$ cat src/rtl/rxaf_pkg.sv
package rxaf_pkg;
   localparam logic [31:0] CRC_POLY_REFL = 32'hEDB8_8320;
   localparam logic [31:0] CRC_SEED      = 32'hFFFF_FFFF;

   typedef struct packed {
      logic accept;
      logic filt_pass;
      logic bcast;
      logic mcast;
      logic hash_hit;
      logic addr_hit;
   } verdict_t;
endpackage

$ cat src/rtl/rxaf_byte_collect.sv
module rxaf_byte_collect #(
   parameter int ADDR_BYTES = 6
) (
   input  logic                    clk,
   input  logic                    rst_n,
   input  logic                    frm_start,
   input  logic                    byte_vld,
   input  logic [7:0]              byte_dat,
   output logic                    take,
   output logic                    first,
   output logic                    last,
   output logic [8*ADDR_BYTES-1:0] addr_full
);
   localparam int CNT_W = $clog2(ADDR_BYTES + 1);

   if (ADDR_BYTES < 2) begin : g_bad_bytes
      $error("rxaf_byte_collect: ADDR_BYTES must be at least 2");
   end

   logic [CNT_W-1:0]        cnt_q, cnt_eff;
   logic                    armed_q;
   logic [8*ADDR_BYTES-1:0] sr_q;

   assign cnt_eff = frm_start ? '0 : cnt_q;
   assign take    = byte_vld & (frm_start | armed_q);
   assign first   = take & (cnt_eff == '0);
   assign last    = take & (cnt_eff == CNT_W'(ADDR_BYTES - 1));

   for (genvar k = 0; k < ADDR_BYTES; k++) begin : g_slot
      logic hit_k;
      assign hit_k = take & (cnt_eff == CNT_W'(k));
      assign addr_full[8*k +: 8] = hit_k ? byte_dat : sr_q[8*k +: 8];
      always_ff @(posedge clk or negedge rst_n) begin
         if (!rst_n)     sr_q[8*k +: 8] <= '0;
         else if (hit_k) sr_q[8*k +: 8] <= byte_dat;
      end
   end

   always_ff @(posedge clk or negedge rst_n) begin
      if (!rst_n) begin
         cnt_q   <= '0;
         armed_q <= 1'b0;
      end else begin
         if (last) begin
            armed_q <= 1'b0;
            cnt_q   <= '0;
         end else begin
            if (frm_start) armed_q <= 1'b1;
            if (take)      cnt_q   <= cnt_eff + 1'b1;
            else           cnt_q   <= cnt_eff;
         end
      end
   end

   // no byte is taken while disarmed
   a_r10_idle_ignored: assert property (@(posedge clk) disable iff (!rst_n)
      (!armed_q && !frm_start) |-> !take);
   // a frame start always lands on slot 0
   a_r11_restart_first: assert property (@(posedge clk) disable iff (!rst_n)
      (frm_start && byte_vld) |-> first);
endmodule

$ cat src/rtl/rxaf_hash.sv
module rxaf_hash #(
   parameter int HASH_BITS = 6
) (
   input  logic                 clk,
   input  logic                 rst_n,
   input  logic                 take,
   input  logic                 first,
   input  logic [7:0]           byte_dat,
   output logic [HASH_BITS-1:0] idx
);
   import rxaf_pkg::*;

   if (HASH_BITS < 1 || HASH_BITS > 16) begin : g_bad_hash
      $error("rxaf_hash: HASH_BITS must lie in 1..16");
   end

   logic [31:0] crc_q;
   logic [31:0] stg [0:8];

   assign stg[0] = first ? CRC_SEED : crc_q;

   for (genvar b = 0; b < 8; b++) begin : g_bit
      logic fb;
      assign fb         = stg[b][0] ^ byte_dat[b];
      assign stg[b + 1] = fb ? ((stg[b] >> 1) ^ CRC_POLY_REFL) : (stg[b] >> 1);
   end

   assign idx = stg[8][31 -: HASH_BITS];

   always_ff @(posedge clk or negedge rst_n) begin
      if (!rst_n)    crc_q <= CRC_SEED;
      else if (take) crc_q <= stg[8];
   end

   // register only moves when a byte is taken
   a_r4_crc_hold: assert property (@(posedge clk) disable iff (!rst_n)
      !take |=> $stable(crc_q));
endmodule

$ cat src/rtl/rxaf_verdict.sv
module rxaf_verdict #(
   parameter int ADDR_BYTES = 6,
   parameter int HASH_BITS  = 6
) (
   input  logic [8*ADDR_BYTES-1:0]   addr_full,
   input  logic [8*ADDR_BYTES-1:0]   station_addr,
   input  logic [HASH_BITS-1:0]      idx,
   input  logic [(1<<HASH_BITS)-1:0] hash_tbl,
   input  logic                      cfg_promisc,
   input  logic                      cfg_pass_all,
   input  logic                      cfg_all_mcast,
   input  logic                      cfg_inverse,
   input  logic                      cfg_no_bcast,
   output rxaf_pkg::verdict_t        vd
);
   import rxaf_pkg::*;

   logic is_bcast, is_mcast, hh, ah, pass_v;

   assign is_mcast = addr_full[0];
   assign is_bcast = &addr_full;
   assign ah       = (addr_full == station_addr);
   assign hh       = is_mcast & hash_tbl[idx];

   always_comb begin
      if (is_bcast)      pass_v = ~cfg_no_bcast;
      else if (is_mcast) pass_v = cfg_all_mcast | hh;
      else if (cfg_inverse) pass_v = ~ah;
      else               pass_v = ah;
   end

   always_comb begin
      vd.bcast     = is_bcast;
      vd.mcast     = is_mcast;
      vd.hash_hit  = hh;
      vd.addr_hit  = ah;
      vd.filt_pass = pass_v;
      vd.accept    = cfg_promisc | cfg_pass_all | pass_v;
   end

   // broadcast is always a multicast address
   a_r3_bcast_is_mcast: assert final (!is_bcast || is_mcast);
endmodule

$ cat src/rtl/rx_addr_filter.sv
module rx_addr_filter #(
   parameter int ADDR_BYTES = 6,
   parameter int HASH_BITS  = 6
) (
   input  logic                      clk,
   input  logic                      rst_n,
   input  logic                      frm_start,
   input  logic                      byte_vld,
   input  logic [7:0]                byte_dat,
   input  logic [8*ADDR_BYTES-1:0]   station_addr,
   input  logic [(1<<HASH_BITS)-1:0] hash_tbl,
   input  logic                      cfg_promisc,
   input  logic                      cfg_pass_all,
   input  logic                      cfg_all_mcast,
   input  logic                      cfg_inverse,
   input  logic                      cfg_no_bcast,
   output logic                      res_done,
   output logic                      res_accept,
   output logic                      res_filter_pass,
   output logic                      res_bcast,
   output logic                      res_mcast,
   output logic                      res_hash_hit,
   output logic                      res_addr_hit
);
   import rxaf_pkg::*;

   logic                    take, first, last;
   logic [8*ADDR_BYTES-1:0] addr_full;
   logic [HASH_BITS-1:0]    idx;
   verdict_t                vd, vd_q;
   logic                    done_q;

   rxaf_byte_collect #(.ADDR_BYTES(ADDR_BYTES)) u_collect (
      .clk(clk), .rst_n(rst_n), .frm_start(frm_start), .byte_vld(byte_vld),
      .byte_dat(byte_dat), .take(take), .first(first), .last(last),
      .addr_full(addr_full));

   rxaf_hash #(.HASH_BITS(HASH_BITS)) u_hash (
      .clk(clk), .rst_n(rst_n), .take(take), .first(first),
      .byte_dat(byte_dat), .idx(idx));

   rxaf_verdict #(.ADDR_BYTES(ADDR_BYTES), .HASH_BITS(HASH_BITS)) u_verdict (
      .addr_full(addr_full), .station_addr(station_addr), .idx(idx),
      .hash_tbl(hash_tbl), .cfg_promisc(cfg_promisc), .cfg_pass_all(cfg_pass_all),
      .cfg_all_mcast(cfg_all_mcast), .cfg_inverse(cfg_inverse),
      .cfg_no_bcast(cfg_no_bcast), .vd(vd));

   always_ff @(posedge clk or negedge rst_n) begin
      if (!rst_n) begin
         done_q <= 1'b0;
         vd_q   <= '0;
      end else begin
         done_q <= last;
         if (last) vd_q <= vd;
      end
   end

   assign res_done        = done_q;
   assign res_accept      = vd_q.accept;
   assign res_filter_pass = vd_q.filt_pass;
   assign res_bcast       = vd_q.bcast;
   assign res_mcast       = vd_q.mcast;
   assign res_hash_hit    = vd_q.hash_hit;
   assign res_addr_hit    = vd_q.addr_hit;

   // done is a single-cycle pulse following the last byte
   a_r9_done_pulse: assert property (@(posedge clk) disable iff (!rst_n)
      res_done |=> !res_done);
   a_r9_done_after_last: assert property (@(posedge clk) disable iff (!rst_n)
      last |=> res_done);
   a_r9_hold: assert property (@(posedge clk) disable iff (!rst_n)
      !last |=> $stable(res_accept) && $stable(res_filter_pass));
   // overrides force acceptance
   a_r7_promisc: assert property (@(posedge clk) disable iff (!rst_n)
      (last && (cfg_promisc || cfg_pass_all)) |=> res_accept);
   // a hash hit needs a multicast address
   a_r4_hit_mcast: assert property (@(posedge clk) disable iff (!rst_n)
      res_hash_hit |-> res_mcast);
endmodule

$ cat config.mk
export PLATFORM = sky130hd
export DESIGN_NAME = rx_addr_filter
export DESIGN_NICKNAME = d
export VERILOG_FILES = /design/src/rtl/rxaf_pkg.sv /design/src/rtl/rxaf_byte_collect.sv /design/src/rtl/rxaf_hash.sv /design/src/rtl/rxaf_verdict.sv /design/src/rtl/rx_addr_filter.sv
export SDC_FILE = /design/constraint.sdc
export NUM_CORES = 1
export LEC_CHECK = 0
export ABC_AREA = 1
export CAP_MARGIN = 10
export CORE_ASPECT_RATIO = 1.4
export CORE_MARGIN = 2
export CORE_UTILIZATION = 56
export DETAILED_ROUTE_END_ITERATION = 10
export PLACE_DENSITY = 0.95
export SLEW_MARGIN = 20
export SYNTH_ARGS = -nofsm -noshare
export SYNTH_HDL_FRONTEND = slang
export SYNTH_SLANG_ARGS = --single-unit
$ cat constraint.sdc
create_clock -name clk -period 5.1 [get_ports clk]
set_clock_uncertainty 0.15 [all_clocks]
set_input_delay 1.02 -clock clk [delete_from_list [all_inputs] [get_ports clk]]
set_output_delay 1.02 -clock clk [all_outputs]
set_load 0.005 [all_outputs]
Word-level counts from Yosys, hierarchy flattened
Index checks and enable logic that the tools add are counted.

Output and inout port bits: 7. Bits in registers: 91. Word-level logic and storage cells: 82.

Magnitude comparators: 1. Bitwise gates (word level): 30. Reductions and logical operators: 3. Equal/unequal tests: 6. Multiplexer cells: 25. Add/sub/neg operators: 1.

Operators by type and width (count): $mux 32 (9); $not 13->14 (8); $eq 48x48->1 (1); $mux 8 (6); $reduce_and 48->1 (1); $mux 3 (3); $and 1x1->1 (8); $xor 1x1->1 (8); $lt 6x7->1 const B (1); $bmux 1 s6 (1); $eq 3x2->1 const B (2); $eq 3x3->1 const B (2); $mux 1 (6); $or 1x1->1 (4); $add 3x1->3 const B (1); $eq 3x1->1 const B (1); $logic_not 3->1 (1); $not 1->1 (2); $reduce_bool 2->1 (1).

Longest topological paths before layout
Depth in word-level cells: 27. Mapped depth: 30. Mapped depth without buffers: 28.

Cells and area by module
A second synthesis with hierarchy kept.

Cell total of the unflattened synthesis: 1108. Area total of the unflattened synthesis: 7051.8 sq um.

By module, submodules not included: rxaf_hash (sequential area each 840.8 sq um, area an instance 2517.4 sq um, cells an instance 362, instances 1); rxaf_byte_collect (sequential area each 1301.2 sq um, area an instance 2164.6 sq um, cells an instance 233, instances 1); rxaf_verdict (sequential area each 0.0 sq um, area an instance 2123.3 sq um, cells an instance 487, instances 1); rx_addr_filter (sequential area each 175.2 sq um, area an instance 246.5 sq um, cells an instance 26, instances 1).

Least setup slack after synthesis
Ideal clock, no wire load.

Path kind: input -> register. From: in frm_start. To: reg vd_q, in the netlist res_accept. Stages: 28. Setup time: 0.120 ns. Data required time: 4.830 ns. Path slack: 1.308 ns. Arrival time: 3.522 ns. Cells stage by stage: inv_2 nand2_1 ha_1 inv_1 a21oi_4 nand2_2 buf_6 buf_6 nand3_1 nand2_2 nand2_2 nand2_2 inv_2 nand2_1 nand2_1 nand2_1 nand2_4 inv_2 buf_2 nand3_1 nand3_1 nand3_1 a21oi_1 nor2_1 nand2_1 nand3_1 nand2_1 a21oi_2.

Word-level cells in the longest chain between the ends: 24. Elaborated cells on any way between the ends: 56. Classes of those cells: 6 x eq/ne; 21 x mux; 27 x bitwise; 2 x reduce/logical.

RTL lines: start: declaration (line rx_addr_filter.sv:7) `input logic frm_start,`; $mux 3 / $or 1x1->1 (equally long branches) (line rxaf_byte_collect.sv:24, rxaf_byte_collect.sv:25); $logic_not 3->1 / $and 1x1->1 (equally long branches) (line rxaf_byte_collect.sv:26, rxaf_byte_collect.sv:31, rxaf_byte_collect.sv:25); $and 1x1->1 (line rxaf_byte_collect.sv:26, rxaf_byte_collect.sv:31); $mux 32 (line rxaf_hash.sv:20) `assign stg[0] = first ? CRC_SEED : crc_q;`; $mux 32 (2 in a row) (line rxaf_hash.sv:25) `assign stg[b + 1] = fb ? ((stg[b] >> 1) ^ CRC_POLY_REFL) : (stg[b] >> 1);`; $xor 1x1->1 (line rxaf_hash.sv:24) `assign fb = stg[b][0] ^ byte_dat[b];`; $mux 32 (line rxaf_hash.sv:25); $not 13->14 (no line); [... 7 more ...]; $mux 32 (line rxaf_hash.sv:25); $bmux 1 s6 (line rxaf_verdict.sv:23) `assign hh = is_mcast & hash_tbl[idx];`; $mux 1 (not written as such) (line rxaf_verdict.sv:23); $and 1x1->1 (line rxaf_verdict.sv:23); $or 1x1->1 (line rxaf_verdict.sv:27) `else if (is_mcast) pass_v = cfg_all_mcast | hh;`; $mux 1 (line rxaf_verdict.sv:27); $mux 1 (line rxaf_verdict.sv:26) `if (is_bcast) pass_v = ~cfg_no_bcast;`; $or 1x1->1 (line rxaf_verdict.sv:38) `vd.accept = cfg_promisc | cfg_pass_all | pass_v;`; end signal: assignment (line rx_addr_filter.sv:54) `if (last) vd_q <= vd;`; end: declaration (line rx_addr_filter.sv:30) `verdict_t vd, vd_q;`.

Parallel ways exist; a longest one is shown, timed or not. The select of a mux whose other input is x is not followed. A chain may end at the register's enable or synchronous reset.

Final worst setup path
Ends and elaborated chain as after synthesis.

==> summary by stage <==
Run status
The run finished with clean final reports.

Yosys
The share of flip-flops with an asynchronous set or reset is 100%. The count of unique library cells instantiated by Yosys is 42. The sequential share of the synthesized area is 37.4%.

The area of the mapped netlist is about 6200 um2. For this run, the leading register cell type out of synthesis is dfrtp_1. The number of nets in the synthesized netlist is 956. Counting flops with a built-in enable in the synthesized netlist gives 0. Yosys printed 0 warnings. Averaged over all synthesized cells, the footprint is 7.54 um2. Synthesis produced a netlist whose cell count is 822. The post-synthesis sequential element count is 91.

Flow run
Max-cap violations in this run came to 0.

Worst hold path
The class of the tightest hold or removal check is reg2reg. Counting instances, the worst hold path has a depth of 2.

Placed design
The number of input and output port buffers inserted is about 140. Timing analysis after detailed placement gives a worst setup slack of -80.8 ps. The HPWL after detailed placement is 14.2 mm. The cell area after placement is 7720 um2.

Routability-driven placement finished with a final weighted congestion of just over 0.9.

Power and ir drop
Across the VDD grid, the largest voltage drop is 0.397 mV. The analysis attributes to cell leakage a power of 0.00371 uW. Power spread over the standard cell area amounts to 569 nW/um2. The design draws 4560 uW.

Layout
The library cells used most frequently in the layout, excluding fill and tap cells, are nand2_1 (203), clkdlybuf4s50_1 (134), nand3_1 (92). With fillers left out, the area of the finished cells amounts to 8020 um2. The most common cell after layout, fill and taps aside is nand2_1. In the final design database the tool counted 1097 nets. The layout-stage area growth over the synthesis result is 29.4%. The share of cells above drive strength 1 is 12.7%.

The number of antenna diodes in the final layout is 0.

STA
At the pin with the least slew margin, the transition time is 663 ps. Setup violations remaining at the end of the flow were counted as 0. Based on the critical path, the design can be clocked at up to 205 MHz.

The final worst slack is 225 ps. Counting I/O delays and the setup requirement, the final critical path takes 4880 ps. The worst pin sits at a relative slew slack of 55.8%. The final count of pins violating max slew is 0. The hold violation count in the final report is 0. The tightest hold path in the finished design has a slack of 338 ps. Setup repair after global routing left no endpoint under its margin.

The post-route clock period utilization is 95.6%.

Setup path
The worst setup path is launched from an input port. STA puts the critical path data required time at 5180 ps. On the worst path, the slowest cell contributes a delay of around 580 ps. The worst-path cell with the longest stage delay is clkdlybuf4s50_1. The largest driver fanout on the critical path is 21. The kind of cell with the highest combined delay along the critical path is simple AND/OR/NAND/NOR gates. At the worst endpoint, the arrival time is roughly 5000 ps.

The cell depth of the worst setup path is 27. Counting cells, the worst reg-to-reg path comes to 25. The most used cell along the critical path is nand2_1. STA classifies the critical path endpoint as a flop. The type of the worst setup path is in2reg. The buffers plus inverters on the worst setup path is 4.

Die
The y dimension of the die is 128 um. The starting density of the core is 57.3%. The horizontal die dimension is approximately 93 um. Pin placement for this block handled 136 I/O pins. The floorplan has 45 rows. The area of the placeable core is roughly 11000 um2. The die covers 11900 um2.

Clocking
Clock-pin slew was measured on the worst setup and hold paths at 60 ps. At the later pin of the worst-skew pair, clock insertion delay measures 340 ps. Clock tree synthesis found a total of 91 sinks. The number of CTS-inserted buffers is 9. The TritonCTS clock tree is built.

No sink is reached through more buffers than the 2 on the longest clock path. CTS placed an instance of clkbuf_16 at the clock tree root. The H-tree level count is 3.

Detailed routing
The initial DRC count is 591. For this block, the via count after detailed routing is 6462. The average routed wire per standard cell is 17.7 um. The via density per instance is a little under 6. The final layout contains routed wiring with a total length of 19.6 mm.

For this run, design rule violations remaining after detail routing come to 0. The count of nets left with antenna violations after detail routing is 0. The first detailed-routing pass took 6 iterations.

Global routing
The number of antenna violations at the first check in global routing is 0. The first global-routing pass estimated 30.6 mm of wire. The via count of the first global-routing pass is 6465. Entering global routing, the biggest net connects 61 pins. The aggregate global routing overflow is 0. For this run, the total global-route usage over all layers was measured as 33.0%.
## synthesized netlist by cell type, types with 3 or more instances
cell type | instances | area [um2]
ha_1 | 5 | 62.6
nand3_1 | 92 | 460
buf_6 | 5 | 56.3
nand2_2 | 12 | 75.1
dfrtp_1 | 59 | 1480
a21oi_1 | 7 | 35.0
o2bb2ai_1 | 6 | 52.6
xnor2_1 | 29 | 254
nand2_4 | 11 | 124
buf_2 | 6 | 30.0
dfstp_2 | 32 | 841
nor2_1 | 55 | 206
clkbuf_1 | 12 | 45.0
or2_2 | 5 | 31.3
nand4_1 | 16 | 100
nand2_1 | 204 | 766
xor2_1 | 54 | 473
nor3_1 | 3 | 15.0
nor4_1 | 6 | 37.5
inv_1 | 81 | 304
inv_2 | 11 | 41.3
o22ai_1 | 3 | 18.8
o21ai_1 | 3 | 15.0
o21ai_0 | 81 | 405
xor2_2 | 3 | 48.8
## final timing paths
path / startpoint / to / slack, ps
min: u_hash.crc_q[2]$_DFFE_PN1P_ / u_hash.crc_q[2]$_DFFE_PN1P_ / 340
min reg2reg: u_hash.crc_q[2]$_DFFE_PN1P_ / u_hash.crc_q[2]$_DFFE_PN1P_ / 340
max: frm_start / res_accept$_DFFE_PN0P_ / 220
max in group asynchronous: rst_n / u_collect.sr_q[25]$_DFF_PN0_ / 3230
min in group asynchronous: rst_n / u_collect.sr_q[14]$_DFF_PN0_ / 490
max reg2reg: u_collect.cnt_q[0]$_DFF_PN0_ / res_accept$_DFFE_PN0P_ / 1260
## cell families (layout without fill, tap and decap cells)
kind of cell	after synthesis	after routing	share of synthesized area (%)
and+or+nand+nor	412	414	31.1
buffers and inverters	118	261	7.94
AOI/OAI and AO/OA	109	109	9.81
DFF	91	91	37.4
xor gates and xnor gates	86	86	12.5
adders and majority gates	5	5	1.01
muxes	1	1	0.182
## cell type report
cell class / instances / area [um2]
Fill cell: 705 / 2800
Multi-Input combinational cell: 615 / 3420
Tap cell: 141 / 176
Timing Repair Buffer: 154 / 1490
Sequential cell: 91 / 2320
Inverter: 92 / 347
Clock inverter: 5 / 31.3
Clock buffer: 10 / 229
## per-stage QoR
stage	cells	utilization [%]	setup TNS (ps)
4_1_cts	1106	73.9	0
6_report	1108	74.1	0
2_1_floorplan	822	-	0
3_3_place_gp	1091	71.5	0
5_1_grt	1108	74.1	0
3_5_place_dp	1091	71.5	-146
## what timing repair did
action | CTS | global route
setup buffers | 0 | 0
hold endpoints to repair | 0 | 0
endpoints found under the setup margin | 0 | 3
hold buffers | 0 | 0
gates resized for setup | 0 | 3
## flip-flops by register name, indices dropped and copies added (netlist names)
signal / count
res_done: 1
res_mcast: 1
res_filter_pass: 1
res_bcast: 1
res_accept: 1
res_hash_hit: 1
u_collect.armed_q: 1
u_collect.sr_q: 48
res_addr_hit: 1
u_hash.crc_q: 32
u_collect.cnt_q: 3
## routing by layer
metal	track usage (%)	share of wire (%)	vias to the layer above
met5	0	0	-
met3	5.33	7.5	128
li1	-	-	2923
met2	58.1	51	415
met1	34.3	34	2996
met4	26.6	8.2	0
## where the power goes
group	internal, uW	switching (uW)	total [uW]
combinational	1020	1720	2740
clock	326	274	599
sequential	1090	128	1220
total	2440	2120	4560
## worst reg2reg max path: cells and delay by family, from the launching register on
| kind | cells | cell delay (ps) |
|---|---|---|
| buffers and inverters | 2 | 320 |
| adders and majority gates | 1 | 260 |
| AOI/OAI and AO/OA | 3 | 280 |
| and+or+nand+nor | 19 | 2350 |
| DFF | 1 | 360 |
Note: power is estimated with default switching activity, not from simulation.
